<file path="src/rtl/rx_gate_pkg.sv">
`timescale 1ns/1ps
package rx_gate_pkg;

  typedef enum logic {
    ST_IDLE = 1'b0,
    ST_RECV = 1'b1
  } gate_st_e;

  // Watermark in bytes for a 2-bit code, scaled by a unit size.
  function automatic int unsigned wm_bytes(input logic [1:0] sel, input int unsigned unit);
    case (sel)
      2'd0:    return unit;
      2'd1:    return unit * 4;
      2'd2:    return unit * 7;
      default: return unit * 2;
    endcase
  endfunction

endpackage

</file>
<file path="src/rtl/rx_wm_decode.sv">
`timescale 1ns/1ps
module rx_wm_decode #(
  parameter int CNT_W   = 8,
  parameter int WM_UNIT = 16
) (
  input  logic [1:0]       wm_sel_i,
  input  logic [CNT_W-1:0] fifo_count_i,
  output logic             wm_hit_o,
  output logic             fifo_empty_o
);
  import rx_gate_pkg::*;

  localparam int THR_W = CNT_W + 1;

  logic [THR_W-1:0] thr;

  always_comb begin
    thr          = THR_W'(wm_bytes(wm_sel_i, WM_UNIT));
    wm_hit_o     = {1'b0, fifo_count_i} >= thr;
    fifo_empty_o = (fifo_count_i == '0);
  end

  always_comb begin
    if (wm_hit_o) AST_WM_NONZERO: assert (fifo_count_i != '0);
  end

endmodule

</file>
<file path="src/rtl/rx_byte_tracker.sv">
`timescale 1ns/1ps
module rx_byte_tracker #(
  parameter int MIN_FRAME = 64
) (
  input  logic clk,
  input  logic rst_n,
  input  logic sof_i,
  input  logic byte_vld_i,
  input  logic active_i,
  output logic safe_o
);
  localparam int PW = $clog2(MIN_FRAME + 1);
  localparam logic [PW-1:0] LIMIT = PW'(MIN_FRAME);

  logic [PW-1:0] cnt_q;

  always_ff @(posedge clk or negedge rst_n) begin
    if (!rst_n) begin
      cnt_q <= '0;
    end else if (sof_i) begin
      cnt_q <= '0;
    end else if (byte_vld_i && active_i && (cnt_q != LIMIT)) begin
      cnt_q <= cnt_q + 1'b1;
    end
  end

  assign safe_o = (cnt_q == LIMIT);

  AST_CNT_BOUND: assert property (@(posedge clk) disable iff (!rst_n)
    cnt_q <= LIMIT);

  AST_SOF_CLEARS: assert property (@(posedge clk) disable iff (!rst_n)
    sof_i |=> !safe_o);

endmodule

</file>
<file path="src/rtl/rx_gate_fsm.sv">
`timescale 1ns/1ps
module rx_gate_fsm (
  input  logic clk,
  input  logic rst_n,
  input  logic sof_i,
  input  logic eof_i,
  input  logic eof_good_i,
  input  logic full_duplex_i,
  input  logic runt_accept_i,
  input  logic safe_i,
  input  logic wm_hit_i,
  input  logic fifo_empty_i,
  output logic active_o,
  output logic frame_req_o,
  output logic drain_pend_o,
  output logic discard_o
);
  import rx_gate_pkg::*;

  gate_st_e st_q;
  logic     bypass_q;
  logic     frame_req_q;
  logic     drain_q;
  logic     discard_q;
  logic     qualify;
  logic     in_frame;

  assign in_frame = (st_q == ST_RECV);
  assign qualify  = bypass_q | safe_i;

  always_ff @(posedge clk or negedge rst_n) begin
    if (!rst_n) begin
      st_q        <= ST_IDLE;
      bypass_q    <= 1'b0;
      frame_req_q <= 1'b0;
      drain_q     <= 1'b0;
      discard_q   <= 1'b0;
    end else begin
      discard_q <= 1'b0;
      if (drain_q && fifo_empty_i) drain_q <= 1'b0;
      if (in_frame) begin
        if (eof_i || sof_i) begin
          // Frame closes (or is abandoned by a new start).
          if (frame_req_q || (eof_i && eof_good_i && qualify)) drain_q <= 1'b1;
          else                                                 discard_q <= 1'b1;
          frame_req_q <= 1'b0;
          st_q        <= ST_IDLE;
        end else if (qualify && wm_hit_i) begin
          frame_req_q <= 1'b1;
        end
      end
      if (sof_i) begin
        st_q     <= ST_RECV;
        bypass_q <= full_duplex_i | runt_accept_i;
      end
    end
  end

  assign active_o     = in_frame;
  assign frame_req_o  = frame_req_q;
  assign drain_pend_o = drain_q;
  assign discard_o    = discard_q;

  AST_GATE_HOLD: assert property (@(posedge clk) disable iff (!rst_n)
    ($rose(frame_req_q) && !bypass_q) |-> $past(safe_i));

  AST_DISCARD_NO_REQ: assert property (@(posedge clk) disable iff (!rst_n)
    discard_q |-> !$past(frame_req_q));

  AST_DISCARD_PULSE: assert property (@(posedge clk) disable iff (!rst_n)
    discard_q |=> !discard_q);

  AST_DRAIN_DROP: assert property (@(posedge clk) disable iff (!rst_n)
    (drain_q && fifo_empty_i && !(in_frame && (eof_i || sof_i))) |=> !drain_q);

endmodule

</file>
<file path="src/rtl/rx_dma_gate.sv">
`timescale 1ns/1ps
module rx_dma_gate #(
  parameter int CNT_W     = 8,
  parameter int WM_UNIT   = 16,
  parameter int MIN_FRAME = 64
) (
  input  logic             clk,
  input  logic             rst_n,
  input  logic             sof_i,
  input  logic             byte_vld_i,
  input  logic             eof_i,
  input  logic             eof_good_i,
  input  logic             full_duplex_i,
  input  logic             runt_accept_i,
  input  logic [1:0]       wm_sel_i,
  input  logic [CNT_W-1:0] fifo_count_i,
  output logic             dma_req_o,
  output logic             discard_o
);

  logic wm_hit;
  logic fifo_empty;
  logic safe;
  logic active;
  logic frame_req;
  logic drain_pend;

  rx_wm_decode #(.CNT_W(CNT_W), .WM_UNIT(WM_UNIT)) u_wm (
    .wm_sel_i     (wm_sel_i),
    .fifo_count_i (fifo_count_i),
    .wm_hit_o     (wm_hit),
    .fifo_empty_o (fifo_empty)
  );

  rx_byte_tracker #(.MIN_FRAME(MIN_FRAME)) u_trk (
    .clk        (clk),
    .rst_n      (rst_n),
    .sof_i      (sof_i),
    .byte_vld_i (byte_vld_i),
    .active_i   (active),
    .safe_o     (safe)
  );

  rx_gate_fsm u_fsm (
    .clk           (clk),
    .rst_n         (rst_n),
    .sof_i         (sof_i),
    .eof_i         (eof_i),
    .eof_good_i    (eof_good_i),
    .full_duplex_i (full_duplex_i),
    .runt_accept_i (runt_accept_i),
    .safe_i        (safe),
    .wm_hit_i      (wm_hit),
    .fifo_empty_i  (fifo_empty),
    .active_o      (active),
    .frame_req_o   (frame_req),
    .drain_pend_o  (drain_pend),
    .discard_o     (discard_o)
  );

  assign dma_req_o = frame_req | drain_pend;

  AST_NO_REQ_AND_DISCARD_SRC: assert property (@(posedge clk) disable iff (!rst_n)
    discard_o |-> !frame_req);

endmodule

</file>
<file path="config.mk">
export PLATFORM = sky130hd
export DESIGN_NAME = rx_dma_gate
export DESIGN_NICKNAME = d
export VERILOG_FILES = /design/src/rtl/rx_gate_pkg.sv /design/src/rtl/rx_wm_decode.sv /design/src/rtl/rx_byte_tracker.sv /design/src/rtl/rx_gate_fsm.sv /design/src/rtl/rx_dma_gate.sv
export SDC_FILE = /design/constraint.sdc
export NUM_CORES = 1
export LEC_CHECK = 0
export CORE_MARGIN = 4
export CORE_UTILIZATION = 44
export CTS_BUF_LIST = sky130_fd_sc_hd__clkbuf_4 sky130_fd_sc_hd__clkbuf_8
export DETAILED_ROUTE_END_ITERATION = 10
export PLACE_DENSITY = 0.87
export SYNTH_ARGS = -nofsm -noshare
export SYNTH_HDL_FRONTEND = slang
export SYNTH_SLANG_ARGS = --single-unit
</file>
<file path="constraint.sdc">
create_clock -name clk -period 1.2 [get_ports clk]
set_input_delay 0.12 -clock clk [delete_from_list [all_inputs] [get_ports clk]]
set_output_delay 0.12 -clock clk [all_outputs]
set_load 0.02 [all_outputs]
</file>
==> impl_metrics.env, run 1 <==
export IMPL_utilization=0.759
export IMPL_outcome="finished, violations left"
export IMPL_dpl_hpwl_um=1410
export IMPL_endpoint_kind="flop"
export IMPL_period_share=1.07
export IMPL_die_area_sq_mm=0.00235
export IMPL_drive_gt1_frac=0.351
export IMPL_seq_area_sq_um=302
export IMPL_drt_iter0_markers=6
export IMPL_final_cell_mix="14 x clkdlybuf4s50_1, 14 x buf_4, 11 x dfrtp_1"
export IMPL_finalMaxSlewViolations=0
export IMPL_via_per_inst=5.20
export IMPL_final_hold_violation_count=0
export IMPL_ioPinCount=20
export IMPL_gr_total_overflow=0
export IMPL_max_slew_margin=0.805
export IMPL_hold_buffers=0
export IMPL_clk_latency_ns=0.27
export IMPL_multi_input_area_sq_um=468
export IMPL_grt_antenna_before_repair=0
export IMPL_path_class="reg -> reg"
export IMPL_path_clk_slew_ns=0.07
export IMPL_min_period_ns=1.28
export IMPL_power_per_cell_area_mw_per_mm2=819
export IMPL_route_met3_wl_um=100
export IMPL_cp_start_kind="flop"
export IMPL_critPathRequiredTime_ns=1.36
export IMPL_nFillCells=103
export IMPL_hold_path_class="in -> async"
export IMPL_grt_setup_unrepaired="true"
export IMPL_vias=660
export IMPL_met1Wirelength_um=745
export IMPL_final_nets=138
export IMPL_placedInstanceArea_sq_mm=0.00111
export IMPL_synth_warnings=0
export IMPL_drc=0
export IMPL_syn_avg_cell_area_sq_um=9.76
export IMPL_ant_nets=0
export IMPL_grt_pass1_vias=698
export IMPL_dr_wl_met2_um=914
export IMPL_tightest_slew_ns=0.289
export IMPL_grt_max_degree=13
export IMPL_start_util=0.474
export IMPL_place_inst=123
export IMPL_clk_path_buf_depth=2
export IMPL_cts_sinks=12
export IMPL_maxCapViolCount=0
export IMPL_max_freq_ghz=0.782
export IMPL_cts_tree="built"
export IMPL_htree_levels=1
export IMPL_n_antenna_cell=0
export IMPL_cts_root_buf="clkbuf_4"
export IMPL_die_h_um=48.5
export IMPL_fp_row_count=14
export IMPL_ys_ff_latch=12
export IMPL_wl_um=1770
export IMPL_fp_coreArea_sq_mm=0.00152
export IMPL_synth_cells=74
export IMPL_p_leak_uw=0.000495
export IMPL_violations="negative setup slack"
export IMPL_setup_violations=7
export IMPL_top_layer="met4"
export IMPL_syn_nets=99
export IMPL_portBuffers=19
export IMPL_track_usage=0.167
export IMPL_yosysSeqAreaShare=0.416
export IMPL_finalWorstSetupSlack_ns=-0.0792
export IMPL_grt_pass1_wl_um=3170
export IMPL_peakVddDrop_uv=787
export IMPL_fin_skew_ns=0.00130
export IMPL_globalplace_congestion=0.784
export IMPL_crit_arrival_ns=1.44
export IMPL_yosysUniqueCellTypes=29
export IMPL_cts_buffers=3
export IMPL_final_area_sq_mm=0.00116
export IMPL_area_growth_pct=60.3
export IMPL_syn_cell_area_sq_um=722
export IMPL_fin_cells=127
export IMPL_die_x_um=48.5
export IMPL_first_pass_iters=4
export IMPL_crit_fanout=3
export IMPL_wire_per_inst_um=13.9
## worst max-delay path, stage by stage, from the launching register on
cell,delay (ns)
dfrtp_1,0.42
nor4_4,0.34
a31oi_2,0.18
mux2i_1,0.18
nor2_1,0.05
## final timing paths
| path | from | end | slack, ns | cells past startpoint |
|---|---|---|---|---|
| setup reg to reg | u_trk.cnt_q[5] | u_trk.cnt_q[1] | -0.08 | 4 |
| hold reg to reg | u_fsm.drain_pend_o | u_fsm.drain_pend_o | 0.51 | 1 |
| max in group asynchronous | rst_n | u_trk.cnt_q[2] | 0.90 | 2 |
| setup / recovery | u_trk.cnt_q[5] | u_trk.cnt_q[1] | -0.08 | 4 |
| min in group clk | full_duplex_i | u_fsm.bypass_q | 0.47 | 3 |
| hold / removal | rst_n | u_trk.cnt_q[3] | 0.14 | 2 |
## area by class of cell
class	count	area share
timing repair buffer	35	0.268
multi-input combinational	55	0.404
clock buffer	3	0.0195
sequential	12	0.261
inverter	6	0.0303
tap	16	0.0173
## power by group
group / total [uW] / leakage [uW] / switching [uW] / internal, uW
Combinational: 270 / 0.000331 / 114 / 156
Sequential: 441 / 0.000150 / 15.7 / 425
Clock: 237 / 0.0000138 / 121 / 116
Total: 948 / 0.000495 / 251 / 697
## cell families (layout without fill, tap and decap cells)
family,after synthesis,after routing,synth area share
buf+inv,7,44,0.0364
xor+xnor,3,3,0.0364
compound gates,18,18,0.173
mux,1,1,0.0139
fa+ha+maj,7,7,0.121
simple gates,26,26,0.203
flops,12,12,0.416
## state kept, by name (all words and copies together) (netlist names)
name / count
u_trk.cnt_q: 7
u_fsm.active_o: 1
u_fsm.bypass_q: 1
u_fsm.discard_o: 1
u_fsm.drain_pend_o: 1
u_fsm.frame_req_o: 1
## synthesized netlist by cell type, drive strengths merged
cell type / number / area (sq um)
a31oi: 2 / 18.8
clkbuf: 1 / 3.75
a21oi: 4 / 20.0
nand3b: 1 / 7.51
a22o: 1 / 8.76
o211a: 1 / 10.0
xnor2: 3 / 26.3
or2: 1 / 6.26
dfrtp: 12 / 300
nand2: 6 / 25.0
nand3: 2 / 10.0
a21o: 1 / 7.51
a21boi: 1 / 7.51
nor2: 8 / 30.0
mux2i: 1 / 10.0
a2111oi: 1 / 8.76
ha: 7 / 87.6
nor4: 3 / 33.8
nor3: 2 / 15.0
nor2b: 1 / 6.26
or3: 2 / 12.5
o21ai: 5 / 25.0
o21a: 1 / 7.51
o21bai: 1 / 11.3
inv: 6 / 22.5
## metrics by stage
stage / total power, uW / TNS, ns / setup WS [ns] / hold WS, ns
final: 948 / -0.335 / -0.0792 / 0.138
after global routing: 1020 / -1.19 / -0.180 / 0.137
after CTS: 954 / -0.323 / -0.0721 / 0.139
after detailed placement: 716 / -1.45 / -0.708 / 0.432
after global placement: 707 / -1.35 / -0.683 / 0.434
after floorplan: 572 / -0.0555 / -0.0393 / -0.176
## per-layer routing
metal  vias up  track usage
li1        335            -
met1       308        0.202
met2        13        0.283
met3         4       0.0675
met4         0       0.0269
met5         -            0
## timing repair
item                       4_1_cts  5_1_grt
resized for setup               17        4
setup endpoints to repair       10       11
setup buffers                    1        0
pin swaps                        7        1
Note: power is estimated with default switching activity, not from simulation.
==> inputs of run 2 (changes only) <==
ABC_AREA = 1   (was not set)
CORE_UTILIZATION = 45   (was 44)
==> impl_metrics.env, run 2 <==
export IMPL_outcome="finished, violations left"
export IMPL_wire_per_inst_um=12.9
export IMPL_tightest_slew_ns=0.288
export IMPL_n_antenna_cell=0
export IMPL_ioPinCount=20
export IMPL_cts_sinks=12
export IMPL_maxCapViolCount=0
export IMPL_synth_edf_count=0
export IMPL_grt_pass1_vias=838
export IMPL_grt_pass1_wl_um=3540
export IMPL_synth_top_area_frac=0.377
export IMPL_post_synth_top_count_cell="nand2_1"
export IMPL_htree_levels=1
export IMPL_syn_nets=137
export IMPL_cts_root_buf="clkbuf_4"
export IMPL_via_per_inst=5.02
export IMPL_min_period_ns=1.28
export IMPL_async_flop_share=1.00
export IMPL_synthAdderAreaFrac=0.110
export IMPL_gr_total_overflow=0
export IMPL_hold_buffers=0
export IMPL_area_growth_pct=54.3
export IMPL_die_h_um=50.1
export IMPL_synth_simple_area_share=0.344
export IMPL_r2r_slack_ns=-0.08
export IMPL_setup_violations=10
export IMPL_cts_tree="built"
export IMPL_cp_common_cell="nand2_1"
export IMPL_critPathRequiredTime_ns=1.41
export IMPL_fp_row_count=14
export IMPL_endpoint_kind="flop"
export IMPL_die_x_um=50.1
export IMPL_path_class="reg -> reg"
export IMPL_die_area_sq_mm=0.00251
export IMPL_vias=853
export IMPL_crit_arrival_ns=1.49
export IMPL_crit_slowest_cell="dfrtp_1"
export IMPL_synth_warnings=0
export IMPL_path_clk_slew_ns=0.07
export IMPL_cts_buffers=3
export IMPL_wl_um=2200
export IMPL_netlist_top_cells_area="dfrtp_1 38%, nand2_1 15%, ha_1 11%"
export IMPL_place_inst=165
export IMPL_ant_nets=0
export IMPL_synth_largest_area_cell="dfrtp_1"
export IMPL_fin_tns_setup_ns=-0.499
export IMPL_synth_cells=112
export IMPL_drt_iter0_markers=28
export IMPL_p_leak_uw=0.000652
export IMPL_dpl_hpwl_um=1510
export IMPL_track_usage=0.185
export IMPL_cp_start_kind="flop"
export IMPL_largest_reg_flops=7
export IMPL_muxShareOfSynthArea=0
export IMPL_final_area_sq_mm=0.00123
export IMPL_drive_gt1_frac=0.260
export IMPL_syn_avg_cell_area_sq_um=7.12
export IMPL_synth_ff_type="dfrtp_1"
export IMPL_critPathMaxStageDelay_ns=0.40
export IMPL_max_freq_ghz=0.782
export IMPL_finalMaxSlewViolations=0
export IMPL_first_pass_iters=4
export IMPL_final_nets=172
export IMPL_finalWorstSetupSlack_ns=-0.0780
export IMPL_fin_cells=170
export IMPL_clk_latency_ns=0.27
export IMPL_placedInstanceArea_sq_mm=0.00110
export IMPL_drc=0
export IMPL_synth_compound_area_frac=0.0440
export IMPL_max_slew_margin=0.806
export IMPL_place_ws_ns=-0.610
export IMPL_globalplace_congestion=0.782
export IMPL_power_per_cell_area_mw_per_mm2=827
export IMPL_crit_fanout=5
export IMPL_syn_cell_area_sq_um=797
export IMPL_grt_max_degree=13
export IMPL_synth_top_cells_by_count="32 x nand2_1, 20 x inv_1, 12 x dfrtp_1, 12 x nor2_1, 9 x nand3_1"
export IMPL_yosysSeqAreaShare=0.377
export IMPL_violations="negative setup slack"
export IMPL_fp_coreArea_sq_mm=0.00159
export IMPL_crit_chain="inv_2 -> ha_4 -> nand2_1 -> inv_1 -> nand3_2 -> nand3_4 -> nand2_4 -> inv_6 -> nand2_2 -> nand2_1"
export IMPL_fin_skew_ns=0.00167
export IMPL_clk_path_buf_depth=2
export IMPL_grt_setup_unrepaired="true"
export IMPL_ys_ff_latch=12
export IMPL_final_common_cell="nand2_1"
export IMPL_start_util=0.500
export IMPL_final_hold_violation_count=0
export IMPL_synth_xor_area_share=0.0220
export IMPL_hold_path_class="in -> async"
export IMPL_top_register="u_trk.cnt_q"
export IMPL_peakVddDrop_uv=783
export IMPL_grt_antenna_before_repair=0
export IMPL_period_share=1.07
export IMPL_final_cell_mix="27 x nand2_1, 17 x inv_1, 14 x clkdlybuf4s50_1"
export IMPL_yosysUniqueCellTypes=15
export IMPL_synth_top_family_by_area="simple AND/OR/NAND/NOR gates"
export IMPL_portBuffers=19
## run 2: final timing paths
| kind | endpoint | start | depth (start not counted) |
|---|---|---|---|
| max | u_trk.cnt_q[5] | u_trk.cnt_q[1] | 10 |
| min | u_trk.cnt_q[4] | rst_n | 2 |
| max reg2reg | u_trk.cnt_q[5] | u_trk.cnt_q[1] | 10 |
| min reg2reg | u_fsm.bypass_q | u_fsm.bypass_q | 2 |
| max in group asynchronous | u_fsm.active_o | rst_n | 2 |
| min in group clk | u_fsm.drain_pend_o | fifo_count_i[6] | 5 |
## run 2: per-layer routing
layer  up-vias  wire length [um]  global-route usage  part of all wire
met3         6               115              0.0482             0.052
met2        27              1180               0.337              0.54
met1       402               853               0.203              0.39
met4         0                49              0.0645             0.022
li1        418                 -                   -                 -
met5         -                 0                   0                 0
## run 2: final cells by class
cell class	instances	area (sq um)
multi-input cells	78	483
fillers	97	364
flip-flops and latches	12	300
repair buffers	30	290
inverters	22	90.1
clock buffers	4	36.3
well taps	24	30.0
## run 2: critical path, delay by kind of cell, from the launching register on
family | cells | cell delay [ns]
flops | 1 | 0.40
fa+ha+maj | 1 | 0.12
simple gates | 6 | 0.46
buf+inv | 3 | 0.25
## run 2: stage by stage
stage                      util  total power (uW)  hold WS, ns
after global placement    0.693               653        0.437
after CTS                 0.748              1000        0.135
after floorplan               -               535       -0.176
after detailed placement  0.693               664        0.433
final                     0.772              1020        0.137
after global routing      0.772              1070        0.139
## run 2: kinds of logic (layout without fill, tap and decap cells)
group / count (synthesis) / count (layout)
simple gates: 62 / 62
buf+inv: 22 / 56
flops: 12 / 12
fa+ha+maj: 7 / 7
compound gates: 7 / 7
xor+xnor: 2 / 2
## run 2: timing repair
item / 4_1_cts / 5_1_grt
setup endpoints to repair: 9 / 11
resized for setup: 23 / 13
pin swaps: 12 / 5
buffers inserted: 1 / 0
## run 2: report_power, final
part	switching [uW]	internal, uW	total [uW]	leakage (uW)
Combinational	132	132	264	0.000477
Clock	133	184	317	0.0000210
Sequential	11.8	424	436	0.000153
